**src/rtl/hs_pkg.sv**
```systemverilog
package hs_pkg;
  // Signalling discipline of the channel
  typedef enum logic {
    HS_TRANSITION = 1'b0,  // every toggle is an event
    HS_LEVEL      = 1'b1   // return-to-zero sequence
  } hs_sig_e;
endpackage

```
**src/rtl/hs_celem.sv**
```systemverilog
module hs_celem (
  input  logic clk,
  input  logic rst_n,
  input  logic a_i,
  input  logic b_i,
  output logic q_o
);
  logic q_d;

  always_comb begin
    q_d = q_o;
    if (a_i == b_i) q_d = a_i;
  end

  always_ff @(posedge clk or negedge rst_n) begin
    if (!rst_n) q_o <= 1'b0;
    else        q_o <= q_d;
  end

  assert_agree_R1: assert property (@(posedge clk) disable iff (!rst_n)
    (a_i == b_i) |=> (q_o == $past(a_i)));
  assert_hold_R1: assert property (@(posedge clk) disable iff (!rst_n)
    (a_i != b_i) |=> $stable(q_o));
endmodule

```
**src/rtl/hs_sender.sv**
```systemverilog
module hs_sender #(
  parameter int              DATA_W = 8,
  parameter hs_pkg::hs_sig_e MODE   = hs_pkg::HS_TRANSITION
) (
  input  logic              clk,
  input  logic              rst_n,
  input  logic              ready_i,
  input  logic [DATA_W-1:0] data_i,
  input  logic              ack_i,
  output logic              req_o,
  output logic              busy_o,
  output logic [DATA_W-1:0] bus_o
);
  logic accept;
  assign accept = ready_i & ~busy_o;

  // Bundled data register, loaded only on an accepted strobe
  always_ff @(posedge clk or negedge rst_n) begin
    if (!rst_n)      bus_o <= '0;
    else if (accept) bus_o <= data_i;
  end

  generate
    if (MODE == hs_pkg::HS_TRANSITION) begin : g_two
      logic tok_q, tok_d, ack_n;
      assign tok_d  = tok_q ^ accept;
      assign ack_n  = ~ack_i;
      assign busy_o = tok_q ^ ack_i;

      always_ff @(posedge clk or negedge rst_n) begin
        if (!rst_n) tok_q <= 1'b0;
        else        tok_q <= tok_d;
      end

      hs_celem u_req (.clk(clk), .rst_n(rst_n), .a_i(tok_q), .b_i(ack_n), .q_o(req_o));

      assert_req_wait_R3: assert property (@(posedge clk) disable iff (!rst_n)
        (req_o != ack_i) |=> $stable(req_o));
    end else begin : g_four
      logic sdr_q, sdr_d, ret, ret_n;
      assign ret_n  = ~ret;
      assign sdr_d  = accept | (sdr_q & ret_n);
      assign busy_o = sdr_q | req_o | ack_i;

      always_ff @(posedge clk or negedge rst_n) begin
        if (!rst_n) sdr_q <= 1'b0;
        else        sdr_q <= sdr_d;
      end

      hs_celem u_req (.clk(clk), .rst_n(rst_n), .a_i(sdr_q), .b_i(ret_n), .q_o(req_o));
      hs_celem u_ret (.clk(clk), .rst_n(rst_n), .a_i(req_o), .b_i(ack_i), .q_o(ret));

      assert_req_up_R4: assert property (@(posedge clk) disable iff (!rst_n)
        (req_o && !ack_i) |=> req_o);
      assert_req_down_R4: assert property (@(posedge clk) disable iff (!rst_n)
        (!req_o && ack_i) |=> !req_o);
    end
  endgenerate

  assert_bus_stable_R6: assert property (@(posedge clk) disable iff (!rst_n)
    (busy_o && $past(busy_o)) |-> $stable(bus_o));
endmodule

```
**src/rtl/hs_receiver.sv**
```systemverilog
module hs_receiver #(
  parameter int              DATA_W = 8,
  parameter hs_pkg::hs_sig_e MODE   = hs_pkg::HS_TRANSITION
) (
  input  logic              clk,
  input  logic              rst_n,
  input  logic              req_i,
  input  logic [DATA_W-1:0] bus_i,
  input  logic              stall_i,
  output logic              ack_o,
  output logic              valid_o,
  output logic [DATA_W-1:0] data_o
);
  localparam bit LEVEL = (MODE == hs_pkg::HS_LEVEL);

  logic gate, capture;

  // Under stall the second input mirrors ack, so the element holds
  assign gate    = stall_i ? ack_o : req_i;
  assign capture = ~stall_i & (req_i ^ ack_o) & (~LEVEL | req_i);

  hs_celem u_ack (.clk(clk), .rst_n(rst_n), .a_i(req_i), .b_i(gate), .q_o(ack_o));

  always_ff @(posedge clk or negedge rst_n) begin
    if (!rst_n) valid_o <= 1'b0;
    else        valid_o <= capture;
  end

  always_ff @(posedge clk or negedge rst_n) begin
    if (!rst_n)       data_o <= '0;
    else if (capture) data_o <= bus_i;
  end

  assert_stall_ack_R8: assert property (@(posedge clk) disable iff (!rst_n)
    stall_i |=> $stable(ack_o));
  assert_valid_pulse_R7: assert property (@(posedge clk) disable iff (!rst_n)
    valid_o |=> !valid_o);
  assert_valid_event_R7: assert property (@(posedge clk) disable iff (!rst_n)
    valid_o |-> !$stable(ack_o));
  assert_event_valid_R7: assert property (@(posedge clk) disable iff (!rst_n)
    (!$stable(ack_o) && (!LEVEL || ack_o)) |-> valid_o);
endmodule

```
**src/rtl/hs_channel_ctrl.sv**
```systemverilog
module hs_channel_ctrl #(
  parameter int              DATA_W = 8,
  parameter hs_pkg::hs_sig_e MODE   = hs_pkg::HS_TRANSITION
) (
  input  logic              clk,
  input  logic              rst_n,
  input  logic              src_ready_i,
  input  logic [DATA_W-1:0] src_data_i,
  input  logic              sink_stall_i,
  output logic              src_busy_o,
  output logic              req_o,
  output logic              ack_o,
  output logic [DATA_W-1:0] chan_data_o,
  output logic              sink_valid_o,
  output logic [DATA_W-1:0] sink_data_o
);
  hs_sender #(.DATA_W(DATA_W), .MODE(MODE)) u_tx (
    .clk    (clk),
    .rst_n  (rst_n),
    .ready_i(src_ready_i),
    .data_i (src_data_i),
    .ack_i  (ack_o),
    .req_o  (req_o),
    .busy_o (src_busy_o),
    .bus_o  (chan_data_o)
  );

  hs_receiver #(.DATA_W(DATA_W), .MODE(MODE)) u_rx (
    .clk    (clk),
    .rst_n  (rst_n),
    .req_i  (req_o),
    .bus_i  (chan_data_o),
    .stall_i(sink_stall_i),
    .ack_o  (ack_o),
    .valid_o(sink_valid_o),
    .data_o (sink_data_o)
  );

  assert_reset_lines_R2: assert property (@(posedge clk)
    !rst_n |=> (!rst_n || $past(!rst_n)) |-> (!req_o && !ack_o && !sink_valid_o));
  assert_stall_req_R8: assert property (@(posedge clk) disable iff (!rst_n)
    (sink_stall_i && src_busy_o && $past(src_busy_o)) |-> $stable(chan_data_o));
endmodule

```
**config.mk**
```make
export PLATFORM = sky130hd
export DESIGN_NAME = hs_channel_ctrl
export DESIGN_NICKNAME = d
export VERILOG_FILES = /design/src/rtl/hs_pkg.sv /design/src/rtl/hs_celem.sv /design/src/rtl/hs_sender.sv /design/src/rtl/hs_receiver.sv /design/src/rtl/hs_channel_ctrl.sv
export SDC_FILE = /design/constraint.sdc
export NUM_CORES = 1
export LEC_CHECK = 0
export ABC_AREA = 1
export ABC_CLOCK_PERIOD_IN_PS = 1140
export BUFFER_PORTS_ARGS = -buffer_cell sky130_fd_sc_hd__buf_2
export CAP_MARGIN = 20
export CELL_PAD_IN_SITES_DETAIL_PLACEMENT = 1
export CELL_PAD_IN_SITES_GLOBAL_PLACEMENT = 1
export CORE_ASPECT_RATIO = 0.6
export CORE_MARGIN = 8
export CORE_UTILIZATION = 36
export CTS_BUF_LIST = sky130_fd_sc_hd__clkbuf_4
export CTS_CLUSTER_DIAMETER = 40
export DETAILED_ROUTE_END_ITERATION = 6
export GPL_ROUTABILITY_DRIVEN = 1
export PLACE_DENSITY = 0.78
export SKIP_CTS_REPAIR_TIMING = 1
export SLEW_MARGIN = 25
export SYNTH_ARGS = -nofsm -noshare
export SYNTH_HDL_FRONTEND = slang
export SYNTH_SLANG_ARGS = --single-unit
```
**constraint.sdc**
```tcl
create_clock -name clk -period 1.14 [get_ports clk]
set_input_delay 0.114 -clock clk [delete_from_list [all_inputs] [get_ports clk]]
set_output_delay 0.114 -clock clk [all_outputs]
set_load 0.05 [all_outputs]
```
Yosys cells after proc, flatten, opt, wreduce, memory -nomap -nowiden. Index checks and enable logic that the tools add are counted.

Add/subtract/negate cells: 0. Multiply operators: 0. Divide/modulo/power cells: 0. Magnitude comparators: 0. Eq/ne operators: 2. Shift operators: 0. Mux-type cells: 1. Bitwise logic cells: 8. Reduce and logical (&&, ||, !) cells: 0.

Operator list (number): 1-bit NOT (3); 1-bit XOR (3); 1-bit bitwise AND (2); 1-bit equality test (2); 1-bit two-way mux (1).

Register bits: 20. Bits in latches: 0. Memory bits (writable): 0. ROM bits: 0. Word-level logic and storage cells: 17. Memories: 0.

Depth between registers and ports, before layout.
Depth after elaboration: 4. Mapped depth: 5. Mapped depth without buffers: 5.

Cells and area by module. From an unflattened synthesis, not the netlist that was laid out.

Cells, all modules: 97. Area, all modules: 872.1 um2.

By module, submodules not included: hs_sender (instances 1, cells an instance 45, area an instance 395.4 um2, sequential area each 225.2 um2); hs_receiver (instances 1, cells an instance 42, area an instance 394.1 um2, sequential area each 225.2 um2); hs_celem (instances 2, cells an instance 5, area an instance 41.3 um2, sequential area each 25.0 um2).

Worst setup path before layout. No wires, ideal clock.

Kind: flip-flop to output port. From: register u_rx.u_ack.q_o. To: output src_busy_o. Arrival time: 1395 ps. Required time: 1026 ps. Path slack: -369 ps. Stages on the path, launching flop included: 5. Path buffers: 0. Path through: dfrtp_1 > inv_2 > nand2_2 > nand2_4 > inv_1.

Longest elaborated chain between the ends: 1.

RTL lines: from (decl) (RTL line hs_celem.sv:6) `output logic q_o`; from (signal assigned) (RTL line hs_celem.sv:17) `else q_o <= q_d;`; 1-bit XOR (RTL line hs_sender.sv:28) `assign busy_o = tok_q ^ ack_i;`; to (decl) (RTL line hs_channel_ctrl.sv:10) `output logic src_busy_o,`.

Every way passes these cells.

Worst setup path after layout. Same ends and word-level chain as after synthesis.

==> metrics.csv <==
stage,metric,value,unit
placement,place_congestion,0.834,
timing,period_needed,1280,ps
placement,post-place-ws,-0.00633,ps
synthesis,avgSynthCellArea,9.56,um2
critical_path,reg2reg_depth,6,
placement,numPlacedInstances,151,
critical_path,cp.buffers_inverters,3,
job,max_cap_viol_count,0,
final_layout,antenna_cells,0,
cts,cts_buffer_depth,2,
worst_hold_path,holdPathStages,3,
routing,wl,2.49,mm
synthesis,syn_inst,90,
final_layout,final_nets,142,
timing,fmax,779,MHz
critical_path,critPathSlowestCell,dfrtp_2,
global_route,track_usage,0.123,
timing,slew_violations,0,
power_and_ir_drop,p_leak,0.666,nW
cts,path_clk_slew,110,ps
final_layout,drive_gt1_frac,0.488,
final_layout,stdcell_count,159,
critical_path,cp_slowest_stage_delay,460,ps
final_layout,area_growth,41.7,%
critical_path,cp_max_fo,5,
power_and_ir_drop,power_density,3570,mW/mm2
timing,min_period_over_period,1.13,
critical_path,cp-start-kind,flop,
power_and_ir_drop,clkPwrFrac,0.132,
placement,portBuffers,31,
global_route,grt_pass1_wl,3.93,mm
power_and_ir_drop,seqPwrFrac,0.298,
routing,drc,0,
critical_path,crit_start,u_rx.u_ack.q_o$_DFFE_PN0N_,
critical_path,cp.depth,5,
routing,drt_iter0_drc,48,
timing,timing.max_slew.rel_slack,0.702,
synthesis,synth_area,861,um2
cts,cts-root-buf,clkbuf_4,
timing,fin_worst_skew,1.95,ps
critical_path,crit_type,reg -> out,
routing,antenna_left,0,
synthesis,synth.distinct_cells,12,
cts,htree_levels,1,
global_route,grt-ovfl-total,0,
synthesis,synth_warnings,0,
routing,first_pass_iters,4,
power_and_ir_drop,irDropWorstVdd,1760,uV
critical_path,cp.arrival,1170,ps
routing,vias,741,
timing,rsz0062_at_grt,yes,
global_route,antenna_found_initial,0,
die,io_pins,32,
die,die_w,79.1,um
cts,cts_tree,yes,
cts,clock_latency,300,ps
critical_path,crit_top_cell,nand2_4,
cts,cts_sinks,20,
timing,finalWorstSetupSlack,-143,ps
power_and_ir_drop,intPower,0.00206,W
critical_path,crit_path_end_kind,primary output,
status,violations,negative setup slack,
synthesis,synth_nets,102,
die,core,0.00221,mm2
die,initial_utilization,0.389,
die,die_h,53.9,um
timing,tightest_slew,447,ps
timing,setup_viol,7,
critical_path,timing.rr.start,u_rx.u_ack.q_o$_DFFE_PN0N_,
global_route,grt_max_degree,21,
synthesis,ys_ff_latch,20,
worst_hold_path,hp-class,in -> reg,
routing,wl_per_cell,15.7,um
die,num_rows,13,
critical_path,crit_family,flip-flops,
power_and_ir_drop,swShare,0.526,
die,dieArea,0.00426,mm2
cts,cts_made_buffers,3,
timing,hold_viol_final,0,
placement,dpl.hpwl,1.85,mm
status,status,"finished, violations left",
routing,avgViaCountPerCell,4.66,
power_and_ir_drop,power.total,0.00436,W
synthesis,ys_seq_area_frac,0.581,
worst_hold_path,min_from,src_data_i[4],
critical_path,worstPathCellList,clkinv_4 > nand2_4 > nand2_4 > inv_2 > buf_8,
power_and_ir_drop,netSwitchingPower,0.00229,W
critical_path,cp_data_required_time,1030,ps
power_and_ir_drop,combPwrFrac,0.570,
global_route,grt_pass1_vias,759,
## cells in the mapped netlist
| cell | number | area (um2) |
|---|---|---|
| inv_1 | 4 | 15.0 |
| buf_2 | 1 | 5.00 |
| nand3_1 | 8 | 40.0 |
| nand2_1 | 38 | 143 |
| nand3_4 | 2 | 35.0 |
| nand2_4 | 2 | 22.5 |
| nand4_1 | 8 | 50.1 |
| nand2_2 | 2 | 12.5 |
| o21ai_0 | 2 | 10.0 |
| nand2_8 | 1 | 20.0 |
| dfrtp_1 | 20 | 500 |
| inv_2 | 2 | 7.51 |
## worst reg2reg max path, stage by stage, from the launching register on
cell      delay (ps)
dfrtp_2          460
clkinv_4          90
buf_4            150
nand2_4           60
nand3_4          140
nand2_2          100
nand2_1           60
## cell families after synthesis
family          share of synthesized area
buf+inv                            0.0320
simple gates                        0.375
compound gates                     0.0116
flops                               0.581
## area by class of cell
type | count | area, um2
clock buffer | 3 | 22.5
clock inverter | 1 | 30.0
fill | 270 | 992
inverter | 6 | 27.5
multi-input combinational | 63 | 365
sequential | 20 | 505
tap | 30 | 37.5
timing repair buffer | 36 | 231
## registers in the layout, summed over array words and instances, names as in the netlist, named ones only
signal	cells
u_rx.valid_o	1
u_tx.g_two.u_req.q_o	1
u_rx.data_o	8
u_tx.bus_o	8
u_rx.u_ack.q_o	1
## per-layer routing
metal	part of all wire	global-route usage
met5	0	0
met3	0.090	0.0648
met4	0.0044	0.0274
met1	0.46	0.149
met2	0.44	0.193
## cells in the final DEF (no fill, tap or decap), types with 3 or more instances in the layout
cell,n
clkbuf_4,6
buf_2,21
nand4_1,8
nand3_1,8
nand2_4,4
dfrtp_2,4
nand2_2,9
dfrtp_1,16
nand2_1,29
inv_2,3
buf_4,9
## per-stage QoR
step	utilization	cell area, um2	hold slack, ps	TNS [ps]
after floorplan	-	863	-182	-161
after global placement	0.479	1060	83.6	0
after detailed placement	0.479	1060	87.7	-0.00633
after CTS	0.502	1110	-257	-441
after global routing	0.551	1220	40.9	-1240
final	0.551	1220	46.2	-263
## final timing paths
check	endpoint	slack (ps)
worst max-delay path	src_busy_o	-140
worst min-delay path	u_tx.bus_o[4]$_DFFE_PN0P_	50
worst max register to register	u_tx.bus_o[5]$_DFFE_PN0P_	-20
worst min register to register	u_rx.data_o[0]$_DFFE_PN0P_	480
max in group asynchronous	async pin	530
min in group asynchronous	u_rx.data_o[1]$_DFFE_PN0P_	270
## power by group through the flow
stage | Clock [W] | Combinational, W | Sequential [W]
floorplan | 0 | 0.000689 | 0.00220
global placement | 0 | 0.00219 | 0.00124
detailed placement | 0 | 0.00222 | 0.00126
CTS | 0.000593 | 0.00224 | 0.00126
global route | 0.000631 | 0.00265 | 0.00135
finish | 0.000574 | 0.00248 | 0.00130
Power figures use the tool's default switching activity.
